File: src/rtl/pio3_pkg.sv
package pio3_pkg;

    localparam int DW      = 8;
    localparam int NIB     = DW / 2;
    localparam int IDX_W   = $clog2(DW);
    localparam int NPORT   = 3;

    // control word field positions
    localparam int CW_KIND = 7;
    localparam int CW_AMHI = 6;
    localparam int CW_AMLO = 5;
    localparam int CW_ADIR = 4;
    localparam int CW_CUDR = 3;
    localparam int CW_BMOD = 2;
    localparam int CW_BDIR = 1;
    localparam int CW_CLDR = 0;

    typedef enum logic [2:0] {
        SEL_NONE,
        SEL_PA,
        SEL_PB,
        SEL_PC,
        SEL_CTL
    } sel_e;

    typedef struct packed {
        logic a_in;
        logic cu_in;
        logic b_in;
        logic cl_in;
    } dir_cfg_t;

    typedef struct packed {
        logic [IDX_W-1:0] idx;
        logic             val;
    } bitop_t;

    localparam dir_cfg_t CFG_RESET = '{a_in: 1'b1, cu_in: 1'b1, b_in: 1'b1, cl_in: 1'b1};

    function automatic logic is_cfg_word(input logic [DW-1:0] w);
        return w[CW_KIND];
    endfunction

    function automatic logic is_simple_mode(input logic [DW-1:0] w);
        return (w[CW_AMHI] == 1'b0) && (w[CW_AMLO] == 1'b0) && (w[CW_BMOD] == 1'b0);
    endfunction

    function automatic dir_cfg_t cfg_from_word(input logic [DW-1:0] w);
        dir_cfg_t c;
        c.a_in  = w[CW_ADIR];
        c.cu_in = w[CW_CUDR];
        c.b_in  = w[CW_BDIR];
        c.cl_in = w[CW_CLDR];
        return c;
    endfunction

    function automatic logic [DW-1:0] cfg_to_word(input dir_cfg_t c);
        logic [DW-1:0] w;
        w = '0;
        w[CW_KIND] = 1'b1;
        w[CW_ADIR] = c.a_in;
        w[CW_CUDR] = c.cu_in;
        w[CW_BDIR] = c.b_in;
        w[CW_CLDR] = c.cl_in;
        return w;
    endfunction

    function automatic bitop_t bitop_from_word(input logic [DW-1:0] w);
        bitop_t b;
        b.idx = w[IDX_W:1];
        b.val = w[0];
        return b;
    endfunction

    // per-pin input mask for a port: 1 = pin is an input
    function automatic logic [DW-1:0] dir_mask(input dir_cfg_t c, input int port);
        logic [DW-1:0] m;
        case (port)
            0:       m = {DW{c.a_in}};
            1:       m = {DW{c.b_in}};
            default: m = {{NIB{c.cu_in}}, {NIB{c.cl_in}}};
        endcase
        return m;
    endfunction

endpackage

File: src/rtl/pio3_regsel.sv
module pio3_regsel
    import pio3_pkg::*;
(
    input  logic       cs_n,
    input  logic [1:0] addr,
    output sel_e       sel
);
    always_comb begin
        if (cs_n) begin
            sel = SEL_NONE;
        end else begin
            case (addr)
                2'd0:    sel = SEL_PA;
                2'd1:    sel = SEL_PB;
                2'd2:    sel = SEL_PC;
                default: sel = SEL_CTL;
            endcase
        end
    end
endmodule

File: src/rtl/pio3_cfg.sv
module pio3_cfg
    import pio3_pkg::*;
(
    input  logic          clk,
    input  logic          rst,
    input  logic          ctl_wr,
    input  logic [DW-1:0] wdata,
    output dir_cfg_t      cfg,
    output logic          cfg_load,
    output logic          bit_op,
    output bitop_t        bit_cmd
);
    dir_cfg_t cfg_q;

    always_comb begin
        cfg_load = ctl_wr && is_cfg_word(wdata) && is_simple_mode(wdata);
        bit_op   = ctl_wr && !is_cfg_word(wdata);
        bit_cmd  = bitop_from_word(wdata);
    end

    always_ff @(posedge clk) begin
        if (rst) begin
            cfg_q <= CFG_RESET;
        end else if (cfg_load) begin
            cfg_q <= cfg_from_word(wdata);
        end
    end

    assign cfg = cfg_q;
endmodule

File: src/rtl/pio3_port.sv
module pio3_port
    import pio3_pkg::*;
#(
    parameter int  W       = DW,
    parameter bit  HAS_BIT = 1'b0
)(
    input  logic                 clk,
    input  logic                 rst,
    input  logic                 clr,
    input  logic                 wr_en,
    input  logic [W-1:0]         wdata,
    input  logic                 bit_en,
    input  logic [$clog2(W)-1:0] bit_idx,
    input  logic                 bit_val,
    input  logic [W-1:0]         in_mask,
    input  logic [W-1:0]         pin_in,
    output logic [W-1:0]         latch,
    output logic [W-1:0]         oe,
    output logic [W-1:0]         rd_val
);
    logic [W-1:0] lat_q;
    logic [W-1:0] lat_d;

    always_comb begin
        lat_d = lat_q;
        if (clr) begin
            lat_d = '0;
        end else if (wr_en) begin
            lat_d = wdata;
        end else if (HAS_BIT && bit_en) begin
            lat_d[bit_idx] = bit_val;
        end
    end

    always_ff @(posedge clk) begin
        if (rst) begin
            lat_q <= '0;
        end else begin
            lat_q <= lat_d;
        end
    end

    assign latch  = lat_q;
    assign oe     = ~in_mask;
    assign rd_val = (pin_in & in_mask) | (lat_q & ~in_mask);
endmodule

File: src/rtl/pio3_ctrl.sv
module pio3_ctrl
    import pio3_pkg::*;
(
    input  logic       clk,
    input  logic       rst,
    input  logic       cs_n,
    input  logic [1:0] addr,
    input  logic       rd_n,
    input  logic       wr_n,
    input  logic [7:0] wdata,
    output logic [7:0] rdata,
    input  logic [7:0] pa_in,
    output logic [7:0] pa_out,
    output logic [7:0] pa_oe,
    input  logic [7:0] pb_in,
    output logic [7:0] pb_out,
    output logic [7:0] pb_oe,
    input  logic [7:0] pc_in,
    output logic [7:0] pc_out,
    output logic [7:0] pc_oe
);
    sel_e     sel;
    dir_cfg_t cfg;
    logic     cfg_load;
    logic     bit_op;
    bitop_t   bit_cmd;

    logic [DW-1:0] pin_arr [NPORT];
    logic [DW-1:0] lat_arr [NPORT];
    logic [DW-1:0] oe_arr  [NPORT];
    logic [DW-1:0] rd_arr  [NPORT];
    logic          pwr     [NPORT];

    pio3_regsel u_sel (
        .cs_n (cs_n),
        .addr (addr),
        .sel  (sel)
    );

    pio3_cfg u_cfg (
        .clk      (clk),
        .rst      (rst),
        .ctl_wr   (!wr_n && (sel == SEL_CTL)),
        .wdata    (wdata),
        .cfg      (cfg),
        .cfg_load (cfg_load),
        .bit_op   (bit_op),
        .bit_cmd  (bit_cmd)
    );

    assign pin_arr[0] = pa_in;
    assign pin_arr[1] = pb_in;
    assign pin_arr[2] = pc_in;
    assign pwr[0] = !wr_n && (sel == SEL_PA);
    assign pwr[1] = !wr_n && (sel == SEL_PB);
    assign pwr[2] = !wr_n && (sel == SEL_PC);

    for (genvar gi = 0; gi < NPORT; gi++) begin : g_port
        pio3_port #(
            .W       (DW),
            .HAS_BIT (gi == NPORT - 1)
        ) u_port (
            .clk     (clk),
            .rst     (rst),
            .clr     (cfg_load),
            .wr_en   (pwr[gi]),
            .wdata   (wdata),
            .bit_en  (bit_op),
            .bit_idx (bit_cmd.idx),
            .bit_val (bit_cmd.val),
            .in_mask (dir_mask(cfg, gi)),
            .pin_in  (pin_arr[gi]),
            .latch   (lat_arr[gi]),
            .oe      (oe_arr[gi]),
            .rd_val  (rd_arr[gi])
        );
    end

    assign pa_out = lat_arr[0];
    assign pb_out = lat_arr[1];
    assign pc_out = lat_arr[2];
    assign pa_oe  = oe_arr[0];
    assign pb_oe  = oe_arr[1];
    assign pc_oe  = oe_arr[2];

    always_comb begin
        rdata = '0;
        if (!rd_n) begin
            case (sel)
                SEL_PA:  rdata = rd_arr[0];
                SEL_PB:  rdata = rd_arr[1];
                SEL_PC:  rdata = rd_arr[2];
                SEL_CTL: rdata = cfg_to_word(cfg);
                default: rdata = '0;
            endcase
        end
    end
endmodule

File: config.mk
export PLATFORM = sky130hd
export DESIGN_NAME = pio3_ctrl
export DESIGN_NICKNAME = d
export VERILOG_FILES = /design/src/rtl/pio3_pkg.sv /design/src/rtl/pio3_regsel.sv /design/src/rtl/pio3_cfg.sv /design/src/rtl/pio3_port.sv /design/src/rtl/pio3_ctrl.sv
export SDC_FILE = /design/constraint.sdc
export NUM_CORES = 1
export LEC_CHECK = 0
export ABC_AREA = 1
export BUFFER_PORTS_ARGS = -buffer_cell sky130_fd_sc_hd__buf_2
export CORE_MARGIN = 1
export CORE_UTILIZATION = 30
export CTS_BUF_LIST = sky130_fd_sc_hd__clkbuf_8
export CTS_CLUSTER_DIAMETER = 60
export DETAILED_ROUTE_END_ITERATION = 10
export HOLD_SLACK_MARGIN = 0.15
export PLACE_DENSITY = 0.52
export SLEW_MARGIN = 20
export SYNTH_ARGS = -nofsm -noshare
export SYNTH_HDL_FRONTEND = slang
export SYNTH_SLANG_ARGS = --single-unit
File: constraint.sdc
create_clock -name clk -period 2.97 [get_ports clk]
set_input_delay 0.7425 -clock clk [delete_from_list [all_inputs] [get_ports clk]]
set_output_delay 0.7425 -clock clk [all_outputs]
set_load 0.01 [all_outputs]
==> qor.txt <==
OUTCOME
-------------------------------------------------------------------------------------------------
Run status                                                                           finished clean

LAYOUT
-------------------------------------------------------------------------------------------------
Area of the multi-input gates                                                            1210 µm²
Layout cell share with drive strength beyond 1                                              28.6%
Commonest non-fill, non-tap cell in the layout                                       sky130_fd_sc_hd__nand2_1
Utilization after layout                                                                    38.5%
# fillers                                                                                     779
Highest-count cells in the layout ignoring fill and taps                             120 x sky130_fd_sc_hd__nand2_1, 94 x sky130_fd_sc_hd__buf_2, 39 x sky130_fd_sc_hd__inv_1, 36 x sky130_fd_sc_hd__a21oi_1, 28 x sky130_fd_sc_hd__dfxtp_1
Storage cell area                                                                         561 µm²
# nets final                                                                                  470
Number of diodes                                                                                0
Synth-to-layout area growth                                                                 22.9%
Finished Cell Area                                                                       2630 µm²

ROUTE
-------------------------------------------------------------------------------------------------
Number of detailed-route iterations in the first pass                                           4
Violation count after the first detailed-route iteration                                      121
Final routed DRC violation total                                                                0
Average wire per standard cell                                                            13.1 µm
Via density per instance                                                                     4.62
Count of nets left with antenna violations after detail routing                                 0
DRT Wirelength                                                                            6880 µm
Vias after detailed routing                                                                  2417

SETUP PATH
-------------------------------------------------------------------------------------------------
Critical path, cell by cell                                                          buf_2, inv_1, ha_1, nand2_2, nor3_4, o211ai_1, nand3_1, nand2_1, inv_1, buf_2
Endpoint class of the critical path                                                  primary output
CP arrival                                                                                2.13 ns
Critical path class                                                                  input port to primary output
Crit Reg-Reg Startpoint                                                              u_cfg.cfg[3]
WP data required                                                                          2.23 ns
Critical Path Max Stage Delay                                                             0.32 ns
Buffers and inverters on the worst path                                                         4
Top fanout value on the critical path                                                           9
Cell with the largest stage delay on the worst path                                  sky130_fd_sc_hd__ha_1
Startpoint types                                                                       input port
Critical path launch point                                                                addr[0]
Largest delay share family, worst path                                               simple AND/OR/NAND/NOR gates

MIN PATH
-------------------------------------------------------------------------------------------------
Start point of the worst min-delay path                                              g_port[1].u_port.latch[5]
Worst hold-check path type                                                           flip-flop to flip-flop

POWER
-------------------------------------------------------------------------------------------------
Flop pwr share                                                                              44.5%
Switching power total                                                                      249 µW
P per Cell Area                                                                        334 nW/µm²
Sw Share                                                                                    28.4%
Worst voltage drop across the vdd grid                                                   0.271 mV
Clk pwr share                                                                               35.4%
Internal Pwr Total                                                                         629 µW
Leak                                                                                   0.00154 µW
Power Total                                                                                878 µW
Share of total power in combinational logic                                                 20.0%

SYNTHESIS
-------------------------------------------------------------------------------------------------
Synthesized flop and latch total                                                               28
Dominant cells by area after synthesis                                               sky130_fd_sc_hd__dfxtp_1 26%, sky130_fd_sc_hd__nand2_1 21%, sky130_fd_sc_hd__a21oi_1 8.4%
Number of distinct library cell variants in the gate-level netlist after synthesis             25
Number of cells produced by synthesis                                                         355
Mapped cell area                                                                         2140 µm²
Portion of the post-synthesis area used by sequential elements                              26.2%
Top cell type by total area after synthesis                                          sky130_fd_sc_hd__dfxtp_1
Mean instance size in the synthesized netlist                                            6.03 µm²
Net count after synthesis                                                                     397
Syn. warnings                                                                                   0
Share of the synthesized area in the top cell type                                          26.2%

DIE
-------------------------------------------------------------------------------------------------
Core box area                                                                            6830 µm²
Site Rows                                                                                      30
Full die area                                                                            7470 µm²
DIE HEIGHT                                                                                86.5 µm
Starting Density                                                                            31.3%
Number of placed I/O pins                                                                      95
Die boundary width                                                                        86.5 µm

PLACE
-------------------------------------------------------------------------------------------------
Post-detailed-placement half-perimeter wirelength                                         5310 µm
Placed inst area                                                                         2550 µm²
Placer Congestion                                                                           0.847
Port Buffers                                                                                   94

TIMING
-------------------------------------------------------------------------------------------------
Worst hold margin                                                                        0.500 ns
Remaining max-slew budget at the tightest pin                                               58.5%
Highest achievable clock rate                                                             348 MHz
Final setup violation count                                                                     0
Number of max-slew violations in the final report                                               0
Actual slew at the worst max-slew pin                                                    0.620 ns
Minimum clock period                                                                      2.88 ns
Worst setup skew after layout                                                                0 ns
Post-route fraction of the period consumed by the critical path                             96.8%
Setup TNS after final layout                                                                 0 ns
Final number of hold-violating endpoints                                                        0
Setup repair after global routing missed its margin                                           yes

CLOCKING
-------------------------------------------------------------------------------------------------
Count of hold-fix buffers inserted at cts                                                       0
Later-pin clock latency in the skew report                                                0.28 ns
Sink count of the clock tree                                                                   28
Clock tree from TritonCTS                                                                   built
CTS Root Buffer Type                                                                 sky130_fd_sc_hd__clkbuf_8
Maximum clock path buffer count                                                                 2
Clk slew on worst S/H paths                                                               0.10 ns
Level count of the clock H-tree                                                                 1
Clock buffers created by TritonCTS                                                              3

GLOBAL ROUTE
-------------------------------------------------------------------------------------------------
Number of global-route vias before repair                                                    2200
Largest net degree at the start of global routing                                              23
Number of antenna violations at the first check in global routing                               0
Grt ovf                                                                                         0
Global-route total usage across every layer                                                 18.3%
First-pass GRT wire length                                                               10700 µm

FLOW RUN
-------------------------------------------------------------------------------------------------
Max-cap viol count                                                                              0

==> final cells by class <==
cell class                      count  share of cell area [%]
Multi-Input combinational cell    253                    46.1
Sequential cell                    28                    21.3
Timing Repair Buffer               98                    19.0
Inverter                           44                    6.28
Tap cell                           96                    4.57
Clock buffer                        3                    1.57
Clock inverter                      1                    1.14
==> synthesized netlist by cell type, drive strengths merged <==
| library cell | instances |
|---|---|
| clkinv | 2 |
| o211ai | 6 |
| o21ai | 13 |
| nor3 | 6 |
| ha | 3 |
| nand3 | 28 |
| nand4 | 1 |
| clkbuf | 4 |
| a21oi | 36 |
| nand2 | 129 |
| buf | 26 |
| dfxtp | 28 |
| nor2 | 29 |
| or2 | 2 |
| inv | 42 |
==> final timing paths <==
| check | end | slack, ns | cells past startpoint |
|---|---|---|---|
| setup / recovery | rdata[2] | 0.09 | 10 |
| hold reg to reg | g_port[1].u_port.latch[5] | 0.50 | 2 |
| hold / removal | g_port[1].u_port.latch[5] | 0.50 | 2 |
| setup reg to reg | u_cfg.cfg[3] | 2.17 | 2 |
==> what timing repair did <==
action / CTS / global route
buffers inserted: 0 / 0
setup endpoints to repair: 0 / 3
gates resized for setup: 0 / 2
==> power groups by stage <==
stage          Combinational (µW)  Sequential (µW)  Clock [µW]
6_report                      176              391         311
5_1_grt                       196              392         325
4_1_cts                       175              391         316
3_5_place_dp                  174              399           0
3_3_place_gp                  172              399           0
2_1_floorplan                 101              401           0
==> routing by layer <==
layer	part of all wire [%]	GRT usage (%)
met1	49	25.8
met2	45	29.5
met3	5.1	1.90
met4	1.3	5.00
met5	0	0
==> state kept, by name, indices dropped and copies added (netlist names) <==
name and count:
u_cfg.cfg 4, g_port.u_port.latch 24
==> tightest hold or removal path, stage by stage (launching register included) <==
cell and delay [ns]:
sky130_fd_sc_hd__dfxtp_1 0.34, sky130_fd_sc_hd__nand2_1 0.07, sky130_fd_sc_hd__a21oi_1 0.05
==> per-stage QoR <==
stage | setup WS (ns) | instances
after floorplan | 0.301 | 355
after global placement | 0.112 | 519
after detailed placement | 0.0727 | 519
after CTS | 0.0668 | 523
after global routing | -0.00863 | 523
final | 0.0947 | 523
==> logic make-up after synthesis <==
family	count (synthesis)	share of synthesized area, %
AO/OA/AOI/OAI	55	13.6
adder cells (fa/ha/maj)	3	1.75
buffers and inverters	74	17.6
flip-flops	28	26.2
AND/OR/NAND/NOR	195	40.9
No activity file was read; power rests on OpenSTA's default activity.
